===== config.mk =====
export PLATFORM = sky130hd
export DESIGN_NAME = usec_timer
export DESIGN_NICKNAME = d
export VERILOG_FILES = /design/src/rtl/utmr_pkg.sv /design/src/rtl/utmr_counter.sv /design/src/rtl/utmr_fall_det.sv /design/src/rtl/utmr_readport.sv /design/src/rtl/usec_timer.sv
export SDC_FILE = /design/constraint.sdc
export NUM_CORES = 1
export LEC_CHECK = 0
export CORE_ASPECT_RATIO = 0.7
export CORE_UTILIZATION = 55
export CTS_CLUSTER_DIAMETER = 50
export DETAILED_ROUTE_END_ITERATION = 7
export DONT_BUFFER_PORTS = 1
export GPL_TIMING_DRIVEN = 0
export HOLD_SLACK_MARGIN = 0.15
export PLACE_DENSITY = 0.7
export SLEW_MARGIN = 20
export SYNTH_ARGS = -nofsm -noshare
export SYNTH_HDL_FRONTEND = slang
export SYNTH_SLANG_ARGS = --single-unit
export TNS_END_PERCENT = 5

===== constraint.sdc =====
create_clock -name clk -period 6.69 [get_ports clk]
set_clock_uncertainty 0.1 [all_clocks]
set_input_delay 2.007 -clock clk [delete_from_list [all_inputs] [get_ports clk]]
set_output_delay 2.007 -clock clk [all_outputs]
set_load 0.01 [all_outputs]

===== src/rtl/utmr_pkg.sv =====
package utmr_pkg;

    localparam int CNT_W     = 12;
    localparam int DATA_W    = 8;
    localparam int ADDR_W    = 8;
    localparam int TAP_FAST  = 6;
    localparam int TAP_SLOW  = 9;
    localparam logic [ADDR_W-1:0] LO_ADDR = 8'h24;
    localparam logic [ADDR_W-1:0] HI_ADDR = 8'h25;

    typedef enum logic [1:0] {
        RSEL_NONE = 2'd0,
        RSEL_LO   = 2'd1,
        RSEL_HI   = 2'd2
    } rsel_e;

    typedef struct packed {
        logic              sel;
        logic              we;
        logic [ADDR_W-1:0] addr;
    } bus_req_t;

    function automatic rsel_e decode_read(bus_req_t req,
                                          logic [ADDR_W-1:0] lo,
                                          logic [ADDR_W-1:0] hi);
        rsel_e r;
        r = RSEL_NONE;
        if (req.sel && !req.we) begin
            if (req.addr == lo)      r = RSEL_LO;
            else if (req.addr == hi) r = RSEL_HI;
        end
        return r;
    endfunction

endpackage


===== src/rtl/utmr_counter.sv =====
module utmr_counter #(
    parameter int W = utmr_pkg::CNT_W
) (
    input  logic         clk,
    input  logic         rst,
    input  logic         tick,
    output logic [W-1:0] count
);

    always_ff @(posedge clk) begin
        if (rst)       count <= '0;
        else if (tick) count <= count + W'(1);
    end

endmodule


===== src/rtl/utmr_fall_det.sv =====
module utmr_fall_det (
    input  logic clk,
    input  logic rst,
    input  logic level,
    output logic pulse
);

    logic level_d;

    always_ff @(posedge clk) begin
        if (rst) level_d <= 1'b0;
        else     level_d <= level;
    end

    // A falling tap bit closes one full period of that bit.
    assign pulse = level_d & ~level;

endmodule


===== src/rtl/utmr_readport.sv =====
module utmr_readport
    import utmr_pkg::*;
#(
    parameter int                CW   = CNT_W,
    parameter int                DW   = DATA_W,
    parameter logic [ADDR_W-1:0] A_LO = LO_ADDR,
    parameter logic [ADDR_W-1:0] A_HI = HI_ADDR
) (
    input  logic          clk,
    input  logic          rst,
    input  bus_req_t      req,
    input  logic [CW-1:0] count,
    output logic [DW-1:0] rdata
);

    localparam int HW = CW - DW;

    rsel_e          rsel;
    logic [HW-1:0]  hold_q;

    assign rsel = decode_read(req, A_LO, A_HI);

    always_ff @(posedge clk) begin
        if (rst) begin
            hold_q <= '0;
            rdata  <= '0;
        end else begin
            unique case (rsel)
                RSEL_LO: begin
                    rdata  <= count[DW-1:0];
                    hold_q <= count[CW-1:DW];
                end
                RSEL_HI: rdata <= DW'(hold_q);
                default: rdata <= '0;
            endcase
        end
    end

endmodule


===== src/rtl/usec_timer.sv =====
module usec_timer
    import utmr_pkg::*;
#(
    parameter int                CW    = CNT_W,
    parameter int                DW    = DATA_W,
    parameter int                T_FST = TAP_FAST,
    parameter int                T_SLW = TAP_SLOW,
    parameter logic [ADDR_W-1:0] A_LO  = LO_ADDR,
    parameter logic [ADDR_W-1:0] A_HI  = HI_ADDR
) (
    input  logic              clk,
    input  logic              rst,
    input  logic              tick_1us,
    input  logic              bus_sel,
    input  logic              bus_we,
    input  logic [ADDR_W-1:0] bus_addr,
    output logic [DW-1:0]     bus_rdata,
    output logic              irq_128us,
    output logic              irq_1024us
);

    localparam int N_TAPS = 2;

    logic [CW-1:0]     count_q;
    logic [N_TAPS-1:0] tap_lvl;
    logic [N_TAPS-1:0] tap_irq;
    bus_req_t          req;

    assign req = '{sel: bus_sel, we: bus_we, addr: bus_addr};
    assign tap_lvl = {count_q[T_SLW], count_q[T_FST]};

    utmr_counter #(.W(CW)) u_cnt (
        .clk   (clk),
        .rst   (rst),
        .tick  (tick_1us),
        .count (count_q)
    );

    for (genvar i = 0; i < N_TAPS; i++) begin : g_tap
        utmr_fall_det u_fd (
            .clk   (clk),
            .rst   (rst),
            .level (tap_lvl[i]),
            .pulse (tap_irq[i])
        );
    end

    assign irq_128us  = tap_irq[0];
    assign irq_1024us = tap_irq[1];

    utmr_readport #(.CW(CW), .DW(DW), .A_LO(A_LO), .A_HI(A_HI)) u_rp (
        .clk   (clk),
        .rst   (rst),
        .req   (req),
        .count (count_q),
        .rdata (bus_rdata)
    );

endmodule


; Yosys cells after proc, flatten, opt, wreduce, memory -nomap -nowiden
; Index checks and enable logic that the tools add are counted.
[word_totals]
register_bits = 26
in_bits = 13
output_inout_bits = 10
elab_cells = 20
[classes]
n_addsub = 1
eq_ne = 4
n_mux = 4
n_bitwise = 4
reduce_logical = 2
[ops]
columns = op, count
row1 = 8-bit by 6-bit equality test with 1-bit output (second input constant), 2
row2 = 8-bit one-hot mux with 2 select lines, 1
row3 = 12-bit by 1-bit adder with 12-bit output (second input constant), 1
row4 = 2-bit two-way mux, 3
row5 = 1-bit bitwise AND, 2
row6 = 2-bit by 1-bit equality test with 1-bit output (second input constant), 1
row7 = 2-bit equality test (second input constant), 1
row8 = 1-bit NOT, 2
row9 = 1-bit logical AND, 1
row10 = 1-bit zero test, 1

; Longest topological paths before layout
[depth]
word_depth = 6
depth_mapped = 7
ltp_nobuf = 6

; Modules after synthesis
; A second synthesis with hierarchy kept.
[unflattened]
hier_cells = 107
area_unflattened_um2 = 1067.3
[modules_own_cells]
columns = mod, instances, cells_each, area_each_um2, seq_area_each_um2
row1 = utmr_counter, 1, 58, 530.5, 240.2
row2 = utmr_readport, 1, 43, 466.7, 240.2
row3 = utmr_fall_det, 2, 3, 35.0, 20.0

; Least setup slack after synthesis
; OpenSTA, ideal clock, no wires.
[synth_path]
path_type = input -> register
from = input bus_addr[4]
to = register u_rp.rdata[4]
setup_ps = 115
arrival_ps = 3432
t_required_ps = 6475
path_slack_ps = 3044
cell_stages = 7
path_buffers = 1
path_cell_list = nor4b_1 > nand4b_1 > or2_2 > ha_1 > clkbuf_1 > nor2b_1 > and2_1
[synth_via]
elab_chain_cells = 6
word_cells_on_any_way = 8
[synth_lines]
columns = item, line
row1 = start: declaration, usec_timer.sv:16  ; input logic [ADDR_W-1:0] bus_addr,
row2 = 8-bit by 6-bit equality test with 1-bit output, utmr_pkg.sv:30  ; else if (req.addr == hi) r = RSEL_HI;
row3 = 2-bit two-way mux, utmr_pkg.sv:30
row4 = 2-bit two-way mux *, utmr_pkg.sv:29  ; if (req.addr == lo) r = RSEL_LO;
row5 = 2-bit two-way mux *, utmr_pkg.sv:28  ; if (req.sel && !req.we) begin
row6 = 2-bit equality test or 2-bit by 1-bit equality test with 1-bit output (tied branches), utmr_readport.sv:28  ; unique case (rsel)
row7 = 8-bit one-hot mux with 2 select lines *, utmr_readport.sv:28
row8 = end signal: assignment, utmr_readport.sv:30  ; rdata <= count[DW-1:0];
row9 = end signal: assignment, utmr_readport.sv:33  ; RSEL_HI: rdata <= DW'(hold_q);
row10 = end: declaration, utmr_readport.sv:13  ; output logic [DW-1:0] rdata
; Every way passes the cells marked *; elsewhere a longest branch is shown, timed or not.
; A chain may end at the register's enable or synchronous reset.

; Worst setup path after layout
[layout_path]
from = input bus_addr[4]
to = register u_rp.rdata[6]
; Same word-level chain as after synthesis.

==> impl_summary.txt <==
----------------------------------------------------
[Run status]
  Status ... finished, final reports clean

[Timing]
  Slew of the pin with the lowest slew margin ... 451 ps
  Worst-case headroom to the max-slew limit ... 69.9%
  Final-report setup violation count ... 0
  Time the final worst path needs with I/O delays and setup ... 3450 ps
  Setup repair after global routing missed its margin ... false
  Count of final hold-check violations ... 0
  Fraction of the cycle the final worst path needs ... 51.6%
  Count of final max-slew check failures ... 0
  Crit path setup slack, layout ... 3240 ps
  Upper clock frequency limit ... 290 MHz
  Total negative slack ... 0 ps

[Cells and area]
  Layout Utilization ... 62.8%
  Layout Area Growth over Synthesis ... 7.39%
  Most used cells in the layout excluding fill and tap cells ... 26 x sky130_fd_sc_hd__dfxtp_1, 16 x sky130_fd_sc_hd__nor2_1, 6 x sky130_fd_sc_hd__nor2b_1, 6 x sky130_fd_sc_hd__nor3_1, 5 x sky130_fd_sc_hd__mux2i_1
  Count of placed standard cells in the final layout, fillers left out ... 137
  Proportion of layout cells with a drive suffix above 1 ... 11.3%
  Diodes inserted ... 0
  Nets@finish ... 132
  Commonest non-fill, non-tap cell in the layout ... sky130_fd_sc_hd__dfxtp_1

[Die]
  Die extent in y ... 39.1 µm
  Area of the die ... 0.00215 mm²
  Starting density of the core ... 58.4%
  Number of top-level design ports ... 23
  # rows ... 13
  DIE WIDTH ... 55.1 µm
  Area of the core ... 0.00185 mm²

[Synthesis]
  Post-synthesis area per instance ... 9.76 µm²
  Number of register bits inferred by synthesis ... 26
  Number of synthesized flops with an enable pin ... 0
  Sequential fraction of the synthesis area ... 48.0%
  Total of warnings raised by yosys ... 0
  Post-synthesis cell type count ... 29
  Dominant synthesized flop cell ... sky130_fd_sc_hd__dfxtp_1
  Syn Nets ... 127
  Post-Synthesis Cell Area ... 0.00108 mm²
  Post-Syn Instances ... 111
  Fraction of registers with async set/reset ... 0%

[Placement]
  Placer congestion estimate ... 0.751
  Quantity of I/O buffers inserted on ports ... 0
  Half-perimeter wire length after placement ... 1340 µm
  Worst-case setup slack after placement ... 2900 ps
  Number of cells in the design after placement ... 133

[Power]
  Static leakage ... 0.409 nW
  Power density of the placed cells ... 234 mW/mm²
  Peak supply drop ... 0.180 mV

[Drt]
  Number of routed nets with antenna violations ... 0
  First-pass iteration count of the detailed router ... 4
  Count of routing violations after the opening detailed-route iteration ... 11
  Vias per cell ... 5.54
  Detailed-route via count ... 759
  Wire length after detailed routing ... 1800 µm
  Residual DRC count ... 0
  Post-DR wirelength/cell ... 13.1 µm

[CTS]
  Worst-Skew Late Latency ... 320 ps
  Post-cts sizing count ... 0
  Clock input transition at the sequential cells of the worst setup and hold paths ... 130 ps
  # H-tree levels ... 1
  Number of post-CTS setup repair buffers ... 0
  Clock sink count ... 26
  Number of buffers created by CTS ... 3
  Maximum buffer depth of the clock tree ... 2
  Hold-fix buffer count after cts ... 0
  CTS tree ... done
  Clk Tree Root Cell ... sky130_fd_sc_hd__clkbuf_4

[Worst setup path]
  Endpoint class of the critical path ... flop
  Type of element launching the critical path ... input pin
  Worst path top cell family by delay ... simple AND/OR/NAND/NOR gates
  Worst stage delay on the critical path ... 310 ps
  Worst EP required ... 6820 ps
  Crit path kind ... input pin to flop
  Count of buffer and inverter cells on the critical path ... 1
  Slowest-stage cell, CP ... sky130_fd_sc_hd__or2_2
  Worst Path Max Fanout ... 9
  Ordered list of cells on the worst path ... nor4b_1 > nand4b_1 > or2_2 > ha_1 > clkbuf_1 > nor2b_1 > and2_1
  Data arrival time at the worst-slack endpoint ... 3580 ps

[Flow run]
  MaxCap Viol Count ... 0

[Global routing]
  Global routing usage summed across all routing layers ... 19.7%
  Vias in the first global route ... 617
  Overflow left after global routing ... 0
  Initial antenna violation count ... 0
  Global-route wire length before repair ... 2810 µm
  Maximum number of pins on one net before global-route repair ... 16

[Hold path]
  Type of the most critical hold path ... flop to flop

----------------------------------------------------
[routing by layer]
layer  GRT usage [%]  routed length (µm)
met1            26.5                 943
met2            27.4                 738
met3            8.24                  92
met4            7.50                  23
met5               0                   0
[worst reg2reg max path, cell delays in order, from the launching register on]
cell and delay [ps]:
sky130_fd_sc_hd__dfxtp_1 470, sky130_fd_sc_hd__ha_1 240, sky130_fd_sc_hd__inv_1 90, sky130_fd_sc_hd__nor4_1 320, sky130_fd_sc_hd__mux2_2 370
[flip-flops by register name, summed over array words and instances (netlist names)]
register,cells
u_cnt.count,12
u_rp.rdata,8
u_rp.hold_q,4
g_tap.u_fd.level_d,2
[final timing paths]
kind | slack, ps | depth (start not counted) | start | end
worst min register to register | 420 | 2 | u_rp.hold_q[0] | u_rp.hold_q[0]
worst max register to register | 5000 | 4 | u_cnt.count[0] | u_cnt.count[10]
worst max-delay path | 3240 | 7 | bus_addr[4] | u_rp.rdata[6]
worst min-delay path | 420 | 2 | u_rp.hold_q[0] | u_rp.hold_q[0]
[area by class of cell]
| class | count | area, µm² |
|---|---|---|
| flip-flops and latches | 26 | 520 |
| clock inverters | 1 | 30.0 |
| plain buffers | 4 | 30.0 |
| multi-input cells | 77 | 518 |
| well taps | 22 | 27.5 |
| inverters | 4 | 15.0 |
| clock buffers | 3 | 22.5 |
| fillers | 170 | 691 |
[metrics by stage]
stage	area, µm²	power, mW	hold WS (ps)
final	1160	0.272	415
after global placement	1110	0.170	379
after detailed placement	1110	0.170	387
after global routing	1160	0.282	450
after floorplan	1080	0.168	361
after CTS	1160	0.275	414
[cell usage after synthesis (3+ instances only)]
cell,n,area [µm²]
sky130_fd_sc_hd__dfxtp_1,26,521
sky130_fd_sc_hd__nor2_1,16,60.1
sky130_fd_sc_hd__nor2b_1,6,37.5
sky130_fd_sc_hd__nor3_1,6,30.0
sky130_fd_sc_hd__mux2i_1,5,50.1
sky130_fd_sc_hd__a22oi_1,4,30.0
sky130_fd_sc_hd__and2_1,4,25.0
sky130_fd_sc_hd__inv_1,4,15.0
sky130_fd_sc_hd__mux2_2,4,45.0
sky130_fd_sc_hd__nand2_1,4,15.0
sky130_fd_sc_hd__a21oi_1,3,15.0
sky130_fd_sc_hd__ha_1,3,37.5
sky130_fd_sc_hd__nand4_1,3,18.8
sky130_fd_sc_hd__xor2_1,3,26.3
[report_power, final]
group / internal, mW / switching [mW]
Sequential: 0.156 / 0.00209
Clock: 0.0606 / 0.0446
Combinational: 0.00405 / 0.00493
[logic make-up after synthesis]
| family | count (synthesis) | synth area share, % |
|---|---|---|
| AOI/OAI and AO/OA | 10 | 6.00 |
| xor gates and xnor gates | 4 | 3.23 |
| adders and majority gates | 3 | 3.46 |
| buffers and inverters | 8 | 4.16 |
| DFF | 26 | 48.0 |
| muxes | 9 | 8.78 |
| and+or+nand+nor | 51 | 26.3 |
No activity file was read; power rests on OpenSTA's default activity.
